`src/rtl/serial_mem_pkg.sv`:
```
package serial_mem_pkg;

  typedef enum logic [3:0] {
    S_IDLE,
    S_CTL,
    S_CTL_ACK,
    S_ADDR,
    S_ADDR_ACK,
    S_WDATA,
    S_WDATA_ACK,
    S_RDATA,
    S_RDATA_ACK
  } slvState_t;

  // strobes from the protocol control to the datapath
  typedef struct packed {
    logic shiftIn;   // take one SDA bit into the receive shifter
    logic loadAddr;  // counter <= received word address
    logic writeMem;  // array[counter] <= received byte, page increment
    logic loadTx;    // tx <= array[counter], full increment
    logic loadOnes;  // tx <= all ones, counter untouched
    logic shiftTx;   // present the next transmit bit
  } dpCtl_t;

endpackage

```
`src/rtl/serial_mem_sync.sv`:
```
module serial_mem_sync #(
  parameter int STAGES = 2
) (
  input  logic clk,
  input  logic rstN,
  input  logic sclIn,
  input  logic sdaIn,
  output logic sclLvl,
  output logic sdaLvl,
  output logic sclRise,
  output logic sclFall,
  output logic startSeen,
  output logic stopSeen
);
  logic [STAGES-1:0] sclPipe;
  logic [STAGES-1:0] sdaPipe;
  logic sclPrev;
  logic sdaPrev;

  always_ff @(posedge clk or negedge rstN) begin
    if (!rstN) begin
      sclPipe <= '1;
      sdaPipe <= '1;
      sclPrev <= 1'b1;
      sdaPrev <= 1'b1;
    end else begin
      sclPipe <= {sclPipe[STAGES-2:0], sclIn};
      sdaPipe <= {sdaPipe[STAGES-2:0], sdaIn};
      sclPrev <= sclPipe[STAGES-1];
      sdaPrev <= sdaPipe[STAGES-1];
    end
  end

  assign sclLvl    = sclPipe[STAGES-1];
  assign sdaLvl    = sdaPipe[STAGES-1];
  assign sclRise   = sclLvl & ~sclPrev;
  assign sclFall   = ~sclLvl & sclPrev;
  assign startSeen = sclLvl & sclPrev & sdaPrev & ~sdaLvl;
  assign stopSeen  = sclLvl & sclPrev & ~sdaPrev & sdaLvl;
endmodule

```
`src/rtl/serial_mem_ctrl.sv`:
```
module serial_mem_ctrl
  import serial_mem_pkg::*;
#(
  parameter logic [3:0] ARRAY_CODE = 4'hA,
  parameter logic [3:0] PROT_CODE  = 4'h6,
  parameter int         BYTE_BITS  = 8
) (
  input  logic                 clk,
  input  logic                 rstN,
  input  logic                 sclRise,
  input  logic                 sclFall,
  input  logic                 startSeen,
  input  logic                 stopSeen,
  input  logic                 sdaLvl,
  input  logic [BYTE_BITS-1:0] rxByte,
  input  logic [2:0]           devAddr,
  input  logic                 protAck,
  input  logic                 arrWrAllow,
  output dpCtl_t               dpCtl,
  output slvState_t            state,
  output logic                 ackDrive,
  output logic                 txOn,
  output logic                 protWrStb
);
  localparam int CNT_W = $clog2(BYTE_BITS + 1);
  localparam logic [CNT_W-1:0] LAST_BIT = CNT_W'(BYTE_BITS);

  logic [CNT_W-1:0] bitCnt, bitNx;
  slvState_t stateNx;
  logic ackNx, txOnNx, protSel, protNx, rdMode, rdNx, masterAck, mAckNx, strobeNx;
  logic [3:0] rxCode;
  logic ctlHit;

  assign rxCode = rxByte[BYTE_BITS-1 -: 4];
  assign ctlHit = (rxByte[3:1] == devAddr) &&
                  ((rxCode == ARRAY_CODE) || ((rxCode == PROT_CODE) && protAck));

  always_comb begin
    stateNx  = state;
    bitNx    = bitCnt;
    ackNx    = ackDrive;
    txOnNx   = txOn;
    protNx   = protSel;
    rdNx     = rdMode;
    mAckNx   = masterAck;
    strobeNx = 1'b0;
    dpCtl    = '0;
    if (startSeen) begin
      stateNx = S_CTL;
      bitNx   = '0;
      ackNx   = 1'b0;
      txOnNx  = 1'b0;
    end else if (stopSeen) begin
      stateNx = S_IDLE;
      ackNx   = 1'b0;
      txOnNx  = 1'b0;
    end else begin
      unique case (state)
        S_CTL, S_ADDR, S_WDATA: begin
          if (sclRise && bitCnt != LAST_BIT) begin
            dpCtl.shiftIn = 1'b1;
            bitNx = bitCnt + 1'b1;
          end else if (sclFall && bitCnt == LAST_BIT) begin
            bitNx = '0;
            if (state == S_CTL) begin
              if (ctlHit) begin
                ackNx   = 1'b1;
                protNx  = (rxCode == PROT_CODE);
                rdNx    = rxByte[0];
                stateNx = S_CTL_ACK;
              end else begin
                stateNx = S_IDLE;
              end
            end else if (state == S_ADDR) begin
              if (!protSel || protAck) begin
                ackNx          = 1'b1;
                dpCtl.loadAddr = !protSel;
                stateNx        = S_ADDR_ACK;
              end else begin
                stateNx = S_IDLE;
              end
            end else begin
              if (protSel ? protAck : arrWrAllow) begin
                ackNx          = 1'b1;
                dpCtl.writeMem = !protSel;
                strobeNx       = protSel;
                stateNx        = S_WDATA_ACK;
              end else begin
                stateNx = S_IDLE;
              end
            end
          end
        end
        S_CTL_ACK, S_ADDR_ACK, S_WDATA_ACK: begin
          if (sclFall) begin
            ackNx = 1'b0;
            bitNx = '0;
            if (state == S_CTL_ACK && rdMode) begin
              stateNx        = S_RDATA;
              txOnNx         = 1'b1;
              dpCtl.loadOnes = protSel;
              dpCtl.loadTx   = !protSel;
            end else if (state == S_CTL_ACK) begin
              stateNx = S_ADDR;
            end else begin
              stateNx = S_WDATA;
            end
          end
        end
        S_RDATA: begin
          if (sclRise) begin
            bitNx = bitCnt + 1'b1;
          end else if (sclFall) begin
            if (bitCnt == LAST_BIT) begin
              txOnNx  = 1'b0;
              bitNx   = '0;
              stateNx = S_RDATA_ACK;
            end else begin
              dpCtl.shiftTx = 1'b1;
            end
          end
        end
        S_RDATA_ACK: begin
          if (sclRise) begin
            mAckNx = ~sdaLvl;
          end else if (sclFall) begin
            if (masterAck) begin
              stateNx        = S_RDATA;
              txOnNx         = 1'b1;
              dpCtl.loadOnes = protSel;
              dpCtl.loadTx   = !protSel;
            end else begin
              stateNx = S_IDLE;
            end
          end
        end
        default: ;
      endcase
    end
  end

  always_ff @(posedge clk or negedge rstN) begin
    if (!rstN) begin
      state     <= S_IDLE;
      bitCnt    <= '0;
      ackDrive  <= 1'b0;
      txOn      <= 1'b0;
      protSel   <= 1'b0;
      rdMode    <= 1'b0;
      masterAck <= 1'b0;
      protWrStb <= 1'b0;
    end else begin
      state     <= stateNx;
      bitCnt    <= bitNx;
      ackDrive  <= ackNx;
      txOn      <= txOnNx;
      protSel   <= protNx;
      rdMode    <= rdNx;
      masterAck <= mAckNx;
      protWrStb <= strobeNx;
    end
  end
endmodule

```
`src/rtl/serial_mem_dp.sv`:
```
module serial_mem_dp
  import serial_mem_pkg::*;
#(
  parameter int ADDR_W    = 8,
  parameter int PAGE_W    = 4,
  parameter int BYTE_BITS = 8
) (
  input  logic                 clk,
  input  logic                 rstN,
  input  dpCtl_t               dpCtl,
  input  logic                 sdaLvl,
  output logic [BYTE_BITS-1:0] rxByte,
  output logic                 txMsb,
  output logic [ADDR_W-1:0]    wordAddr
);
  localparam int DEPTH = 1 << ADDR_W;

  logic [BYTE_BITS-1:0] mem [DEPTH];
  logic [BYTE_BITS-1:0] shReg, txReg;
  logic [ADDR_W-1:0]    addrCnt, pageNext, seqNext;

  always_comb begin
    pageNext = addrCnt;
    pageNext[PAGE_W-1:0] = addrCnt[PAGE_W-1:0] + PAGE_W'(1);
  end
  assign seqNext = addrCnt + ADDR_W'(1);

  always_ff @(posedge clk) begin
    if (dpCtl.writeMem) mem[addrCnt] <= shReg;
  end

  always_ff @(posedge clk or negedge rstN) begin
    if (!rstN) begin
      shReg   <= '0;
      txReg   <= '1;
      addrCnt <= '0;
    end else begin
      if (dpCtl.shiftIn) shReg <= {shReg[BYTE_BITS-2:0], sdaLvl};
      if (dpCtl.loadAddr) begin
        addrCnt <= shReg[ADDR_W-1:0];
      end else if (dpCtl.writeMem) begin
        addrCnt <= pageNext;
      end else if (dpCtl.loadTx) begin
        txReg   <= mem[addrCnt];
        addrCnt <= seqNext;
      end
      if (dpCtl.loadOnes) txReg <= '1;
      else if (dpCtl.shiftTx) txReg <= {txReg[BYTE_BITS-2:0], 1'b1};
    end
  end

  assign rxByte   = shReg;
  assign txMsb    = txReg[BYTE_BITS-1];
  assign wordAddr = addrCnt;
endmodule

```
`src/rtl/serial_mem_slave.sv`:
```
module serial_mem_slave
  import serial_mem_pkg::*;
#(
  parameter int         ADDR_W      = 8,
  parameter int         PAGE_W      = 4,
  parameter int         SYNC_STAGES = 2,
  parameter logic [3:0] ARRAY_CODE  = 4'hA,
  parameter logic [3:0] PROT_CODE   = 4'h6
) (
  input  logic              clk,
  input  logic              rstN,
  input  logic              sclIn,
  input  logic              sdaIn,
  input  logic [2:0]        devAddr,
  input  logic              protAck,
  input  logic              arrWrAllow,
  output logic              sdaPullLow,
  output logic [7:0]        rxByte,
  output logic [ADDR_W-1:0] wordAddr,
  output logic              protWrStb
);
  localparam int BYTE_BITS = 8;

  logic sclLvl, sdaLvl, sclRise, sclFall, startSeen, stopSeen;
  logic ackDrive, txOn, txMsb;
  dpCtl_t    dpCtl;
  slvState_t ctlState;

  serial_mem_sync #(.STAGES(SYNC_STAGES)) u_sync (
    .clk(clk), .rstN(rstN), .sclIn(sclIn), .sdaIn(sdaIn),
    .sclLvl(sclLvl), .sdaLvl(sdaLvl), .sclRise(sclRise), .sclFall(sclFall),
    .startSeen(startSeen), .stopSeen(stopSeen)
  );

  serial_mem_ctrl #(
    .ARRAY_CODE(ARRAY_CODE), .PROT_CODE(PROT_CODE), .BYTE_BITS(BYTE_BITS)
  ) u_ctrl (
    .clk(clk), .rstN(rstN), .sclRise(sclRise), .sclFall(sclFall),
    .startSeen(startSeen), .stopSeen(stopSeen), .sdaLvl(sdaLvl),
    .rxByte(rxByte), .devAddr(devAddr), .protAck(protAck), .arrWrAllow(arrWrAllow),
    .dpCtl(dpCtl), .state(ctlState), .ackDrive(ackDrive), .txOn(txOn),
    .protWrStb(protWrStb)
  );

  serial_mem_dp #(
    .ADDR_W(ADDR_W), .PAGE_W(PAGE_W), .BYTE_BITS(BYTE_BITS)
  ) u_dp (
    .clk(clk), .rstN(rstN), .dpCtl(dpCtl), .sdaLvl(sdaLvl),
    .rxByte(rxByte), .txMsb(txMsb), .wordAddr(wordAddr)
  );

  assign sdaPullLow = ackDrive | (txOn & ~txMsb);
endmodule

```
`config.mk`:
```
export PLATFORM = sky130hd
export DESIGN_NAME = serial_mem_slave
export DESIGN_NICKNAME = d
export VERILOG_FILES = /design/src/rtl/serial_mem_pkg.sv /design/src/rtl/serial_mem_sync.sv /design/src/rtl/serial_mem_ctrl.sv /design/src/rtl/serial_mem_dp.sv /design/src/rtl/serial_mem_slave.sv
export SDC_FILE = /design/constraint.sdc
export NUM_CORES = 2
export LEC_CHECK = 0
export ABC_CLOCK_PERIOD_IN_PS = 4500
export BUFFER_PORTS_ARGS = -buffer_cell sky130_fd_sc_hd__buf_2
export CORE_UTILIZATION = 40
export CTS_CLUSTER_DIAMETER = 40
export CTS_CLUSTER_SIZE = 30
export DETAILED_ROUTE_END_ITERATION = 8
export PLACE_DENSITY = 0.57
export SLEW_MARGIN = 10
export SYNTH_ARGS = -nofsm -noshare
export SYNTH_HDL_FRONTEND = slang
export SYNTH_SLANG_ARGS = --single-unit
```
`constraint.sdc`:
```
create_clock -name clk -period 4.5 [get_ports clk]
set_clock_uncertainty 0.1 [all_clocks]
set_input_delay 0.225 -clock clk [delete_from_list [all_inputs] [get_ports clk]]
set_output_delay 0.225 -clock clk [all_outputs]
set_load 0.02 [all_outputs]
```
After elaboration in Yosys (flattened, before gate mapping)
Memory sizes are Yosys's and may differ from the RTL's.
Cells that the tools add are included.

word-level totals
  register bits after elaboration = 44
  bits in writable memories = 2048
  input port bits = 9
  output and inout port bits = 18
  memories kept = 1

cells by class
  add/subtract/negate cells = 3
  equal/unequal tests = 34
  multiplexer cells = 90
  bitwise operators = 17
  reductions and logical operators = 25

memory list
  name      words  width  rd ports  clocked after Yosys merged registers in  write ports  line                 text
  u_dp.mem  256    8      1         0                                        1            serial_mem_dp.sv:18  logic [BYTE_BITS-1:0] mem [DEPTH];

operator list
  cell                                                                    count
  4-bit two-way mux                                                       19
  8-bit two-way mux                                                       8
  1-bit two-way mux                                                       40
  4-bit by 3-bit != test with 1-bit output (second input constant)        7
  3-bit two-way mux                                                       7
  4-bit by 3-bit equality test with 1-bit output (second input constant)  5
  2-bit two-way mux                                                       9
  9-bit AND reduction                                                     2
  4-bit != test (second input constant)                                   4
  4-bit one-hot mux with 4 select lines                                   1
  7-bit AND reduction                                                     2
  4-bit equality test (second input constant)                             3
  6-bit two-way mux                                                       2
  4-bit by 2-bit != test with 1-bit output (second input constant)        3
  4-bit one-hot mux with 3 select lines                                   1
  4-bit by 1-bit adder with 4-bit output (second input constant)          2
  8-bit by 1-bit adder with 8-bit output (second input constant)          1
  1-bit bitwise AND                                                       8
  4-bit by 2-bit equality test with 1-bit output (second input constant)  2
  1-bit inverter                                                          8
  4-bit nonzero test                                                      2
  3-bit != test (second input constant)                                   2
  6-bit by 3-bit != test with 1-bit output (second input constant)        1
  6-bit by 5-bit != test with 1-bit output (second input constant)        1
  22 further kinds                                                        29

Longest topological paths before layout
  word-level depth = 15
  mapped depth = 12

By module
Synthesis repeated with hierarchy kept, for this count alone.

unflattened totals
  cells, all modules = 4109
  area, all modules = 81794.7 um2

by module, submodules not included
  module            instances  cells each  area an instance (um2)  sequential area each (um2)
  serial_mem_dp     1          3951        80424.6                 62109.6
  serial_mem_ctrl   1          146         1168.6                  350.3
  serial_mem_sync   1          10          190.2                   157.7
  serial_mem_slave  1          2           11.3                    0.0

Least setup slack after synthesis
Ideal clock, no wire load.

  path type = register -> register
  start point = register u_dp.shReg[5], in the netlist u_dp.rxByte[5]
  end point = register u_ctrl.state[1]
  setup time = 0.085 ns
  arrival time = 4.642 ns
  required time = 4.315 ns
  slack = -0.327 ns
  cell stages (with the launch flop) = 8
  period minus slack after synthesis = 4.827 ns
  cells stage by stage = dfrtp_1 > nor3b_1 > nand4_1 > a21oi_1 > o21ai_0 > a2111oi_0 > nand2_1 > o21ai_0

between the ends
  longest elaborated chain between the ends = 11
  elaborated cells between the ends (all ways) = 12
  those cells by class = 2 x eq/ne; 7 x mux; 3 x reduce/logical

RTL lines
  item                                            line                    text
  from (decl)                                     serial_mem_dp.sv:19     logic [BYTE_BITS-1:0] shReg, txReg;
  from (signal assigned)                          serial_mem_dp.sv:38     if (dpCtl.shiftIn) shReg <= {shReg[BYTE_BITS-2:0], sdaLvl};
  4-bit by 3-bit equality test with 1-bit output  serial_mem_ctrl.sv:36   ((rxCode == ARRAY_CODE) || ((rxCode == PROT_CODE) && protAck));
  1-bit logical AND                               serial_mem_ctrl.sv:36
  1-bit logical OR (*)                            serial_mem_ctrl.sv:36
  1-bit logical AND (*)                           serial_mem_ctrl.sv:35   assign ctlHit = (rxByte[3:1] == devAddr) &&
  2-bit two-way mux (*)                           serial_mem_ctrl.sv:66   if (ctlHit) begin
  4-bit two-way mux (*)                           serial_mem_ctrl.sv:65   if (state == S_CTL) begin
  4-bit two-way mux (*)                           serial_mem_ctrl.sv:63   end else if (sclFall && bitCnt == LAST_BIT) begin
  4-bit two-way mux (*)                           serial_mem_ctrl.sv:60   if (sclRise && bitCnt != LAST_BIT) begin
  4-bit one-hot mux with 4 select lines (*)       serial_mem_ctrl.sv:58   unique case (state)
  4-bit two-way mux (*)                           serial_mem_ctrl.sv:53   end else if (stopSeen) begin
  4-bit two-way mux (*)                           serial_mem_ctrl.sv:48   if (startSeen) begin
  to (signal assigned)                            serial_mem_ctrl.sv:153  state <= stateNx;
  to (decl)                                       serial_mem_ctrl.sv:20   output slvState_t state,

Mark *: on every way between the ends. The rest lies on a longest branch, timed or not. The select of a mux whose other input is x is not followed.
A chain may end at the register's enable or synchronous reset.

Worst setup path in the final report
  start point = register u_dp.addrCnt[1], in the netlist u_dp.wordAddr[1]
  end point = register u_dp.txReg[1]

between the ends
  longest elaborated chain between the ends = 6

RTL lines
  item                     line                 text
  from (decl)              serial_mem_dp.sv:20  logic [ADDR_W-1:0] addrCnt, pageNext, seqNext;
  from (signal assigned)   serial_mem_dp.sv:40  addrCnt <= shReg[ADDR_W-1:0];
  from (signal assigned)   serial_mem_dp.sv:42  addrCnt <= pageNext;
  from (signal assigned)   serial_mem_dp.sv:45  addrCnt <= seqNext;
  memory read 256 x 8 bit  -
  8-bit two-way mux        serial_mem_dp.sv:43  end else if (dpCtl.loadTx) begin
  8-bit two-way mux        serial_mem_dp.sv:41  end else if (dpCtl.writeMem) begin
  8-bit two-way mux        serial_mem_dp.sv:39  if (dpCtl.loadAddr) begin
  8-bit two-way mux        serial_mem_dp.sv:48  else if (dpCtl.shiftTx) txReg <= {txReg[BYTE_BITS-2:0], 1'b1};
  8-bit two-way mux        serial_mem_dp.sv:47  if (dpCtl.loadOnes) txReg <= '1;
  to (signal assigned)     serial_mem_dp.sv:44  txReg <= mem[addrCnt];
  to (signal assigned)     serial_mem_dp.sv:48
  to (decl)                serial_mem_dp.sv:19

No other way between the ends. The select of a mux whose other input is x is not followed.

==> impl_results.md <==
* Layout cell share with drive strength beyond 1 at 28.4%
* Ys async rst share at 2.10%
* Clock power frac at 45.3%
* Aggregate global routing overflow at 0
* Clock slew at reported path FFs at 0.06 ns
* Fmax at 245 MHz
* Utilization after layout at 47.9%
* Design Power at 51.6 mW
* Simple-Gate Fraction of Synth Area at 3.36%
* CTS H-tree lvls at 5
* Routed Antenna Nets at 0
* Register area share after synthesis at 76.8%
* Endpoints failing setup at 0
* Placed cell areas at 86800 um^2
* Worst skew pair latency at 0.90 ns
* Largest net degree at the start of global routing at 192
* Placeable core area at 202000 um^2
* Max-Cap Viols at 0
* Die Width at 453 um
* Worst Path Class, Setup: register to register
* Hold Path Class: input pin to register
* Final Max Slew Viols at 0
* Port bufs at 26
* DR WL/cell at 30.2 um
* Critical path fanouts, max at 36
* Synth Area in Compound Gates at 3.87%
* P per Cell Area at 533 nW/um^2
* Crit path cell chain: buf_12 -> buf_4 -> mux4_2 -> a221oi_1 -> nand3_1 -> a221oi_1 -> buf_4 -> a21oi_1
* Vias at 42.6k
* Top Layer Used: met4
* Die H at 453 um
* Ys flop type: edfxtp_1
* Hpwl dp at 137 mm
* IO Count at 27
* Status: complete, no violations
* Hold Vio Cnt, Final at 0
* Most common cell after layout, fill and taps aside: edfxtp_1
* Number of synthesized flops with an enable pin at 2048
* Drt total wl at 223 mm
* DRC viols at 0
* Syn. warnings at 0
* Postcts setup bufs at 0
* Hold Buf Count CTS at 10
* CTS tree: done
* Worst path buffer plus inverter count at 3
* Total CTS buffers at 300
* Most frequent cells in the layout: edfxtp_1 (2048), mux4_2 (405), nor2_1 (309)
* Total GRT Usage at 21.7%
* CTS resizes at 0
* Wire length on met1 at 93.1 mm
* Area grow syn2layout at 18.9%
* Wire length on met2 at 105 mm
* TritonRoute pass-1 iters at 8
* Syn Area/Cell at 20.1 um^2
* Leakage at 33.4 nW
* Placed Cells incl. Taps at 6847
* Setup TNS at 0 ns
* Yosys reg bits at 2092
* Post-Syn Nets at 4079
* Tcrit/Tclk final at 90.8%
* Crit-path max cell delay at 1.05 ns
* Initial antenna violation count at 9
* Mux cell area share after synthesis at 14.1%
* Net Sw Frac at 24.5%
* DIE AREA at 206000 um^2
* Largest family of logic cells by synthesized area: multiplexers
* Crit path capture type: register
* First-pass GRT wire length at 319 mm
* Detailed-route vias per instance at 5.77
* Slowest CP cell: dfrtp_4
* Sink Count at 2092
* Peak VDD IR at 542 uV
* Logic gate share of total power at 7.4%
* Synth Area in Adders at 0.138%
* Post-Synth XOR/XNOR Area at 0.0860%
* Synth cell types at 76
* DR WL met3 at 18.3 mm
* Design area at 96900 um^2
* Worst Path Required at 5.21 ns
* Sequential share of power at 47.3%
* Post-layout min period at 4.08 ns
* Initial Util at 40.3%
* CTS Buffer Depth at 4
* Worst slew margin at 19.1%
* RSZ-0062 raised after global routing: no
* Nets at 4505
* P_int at 39.0 mW
* Clk root buf: clkbuf_16
* Slew @ Worst Pin at 1.21 ns
* Finished Layout Cells at 7386
* Net Sw Power at 12.6 mW
* Top delay family on crit path: compound AO/OA/AOI/OAI gates
* Startpoint types: register
* FP Rows at 165
* WP data arrival at 4.79 ns
* GPL Wtd Cong at 0.847
* Syn Std Cell Area at 81500 um^2
* Number of global-route vias before repair at 43.1k
* DR iter-0 viols at 4722
* Post-Syn Instances at 4061
[final timing paths]
path	from	end	slack (ns)	depth (start not counted)
setup reg to reg	u_dp.wordAddr[1]	u_dp.txReg[1]	0.42	8
hold reg to reg	u_sync.sclPipe[0]	u_sync.sclPipe[1]	0.25	0
max in group asynchronous	rstN	u_dp.wordAddr[1]	3.34	4
hold / removal	protAck	u_ctrl.protWrStb	0.21	4
setup / recovery	u_dp.wordAddr[1]	u_dp.txReg[1]	0.42	8
min in group asynchronous	rstN	u_dp.rxByte[7]	0.40	4
[metrics by stage]
stage,hold slack [ns],setup slack (ns)
final,0.212,0.415
after global routing,0.194,0.242
after CTS,0.131,0.410
after detailed placement,0.231,0.435
after global placement,0.231,0.415
after floorplan,-0.171,0.0981
[layer usage]
metal,global-route usage (%),vias to the layer above
met2,33.5,1824
met4,7.05,0
met3,4.67,360
li1,-,17800
met1,30.6,22600
met5,0,-
[registers in the layout, summed over array words and instances (netlist names), 2 cells and up]
signal          flops
u_ctrl.bitCnt       4
u_ctrl.state        4
u_dp.mem         2048
u_dp.rxByte         8
u_dp.txReg          8
u_dp.wordAddr       8
u_sync.sclPipe      2
u_sync.sdaPipe      2
[power by group through the flow]
stage	registers, mW	logic, mW	clock network (mW)
floorplan	25.7	0.937	0
global placement	24.8	3.79	0
detailed placement	24.8	3.89	0
CTS	24.4	3.89	23.7
global route	24.4	4.09	24.5
finish	24.4	3.83	23.4
[cell families after synthesis]
kind of cell	Yosys count
DFF	2092
muxes	642
and+or+nand+nor	591
AOI/OAI and AO/OA	455
buffers and inverters	264
adders and majority gates	9
xor gates and xnor gates	8
[cell type report]
cell class                      instances  area [um^2]
Inverter                               20         75.1
Antenna cell                            3         7.51
Sequential cell                      2092        62700
Tap cell                             2672         3340
Clock inverter                        202         2220
Multi-Input combinational cell       1705        17700
Clock buffer                          324         7780
Fill cell                           16600       105000
Timing Repair Buffer                  368         3140
[worst register-to-register path, cell delays in order, from the launching register on]
cell and delay, ns:
dfrtp_4 1.05, buf_12 0.33, buf_4 0.26, mux4_2 0.56, a221oi_1 0.64, nand3_1 0.42, a221oi_1 0.40, buf_4 0.19
a21oi_1 0.07
[Yosys cell counts (12+ instances only)]
library cell | instances | area, um^2
mux4_2 | 405 | 9120
o21ai_0 | 33 | 165
inv_1 | 19 | 71.3
buf_4 | 29 | 218
clkbuf_1 | 90 | 338
nor3_1 | 19 | 95.1
a22o_1 | 21 | 184
a21oi_1 | 90 | 450
buf_2 | 100 | 500
nand4_1 | 18 | 113
nand2_1 | 75 | 282
a221oi_1 | 35 | 307
dfrtp_1 | 30 | 751
nor2_1 | 311 | 1170
o22ai_1 | 51 | 319
edfxtp_1 | 2048 | 61500
mux2i_1 | 224 | 2240
nor4_1 | 15 | 93.8
buf_1 | 15 | 56.3
dfstp_2 | 14 | 368
mux2_2 | 12 | 135
nand3_1 | 75 | 375
a22oi_1 | 168 | 1260
No activity file was read; power rests on OpenSTA's default activity.
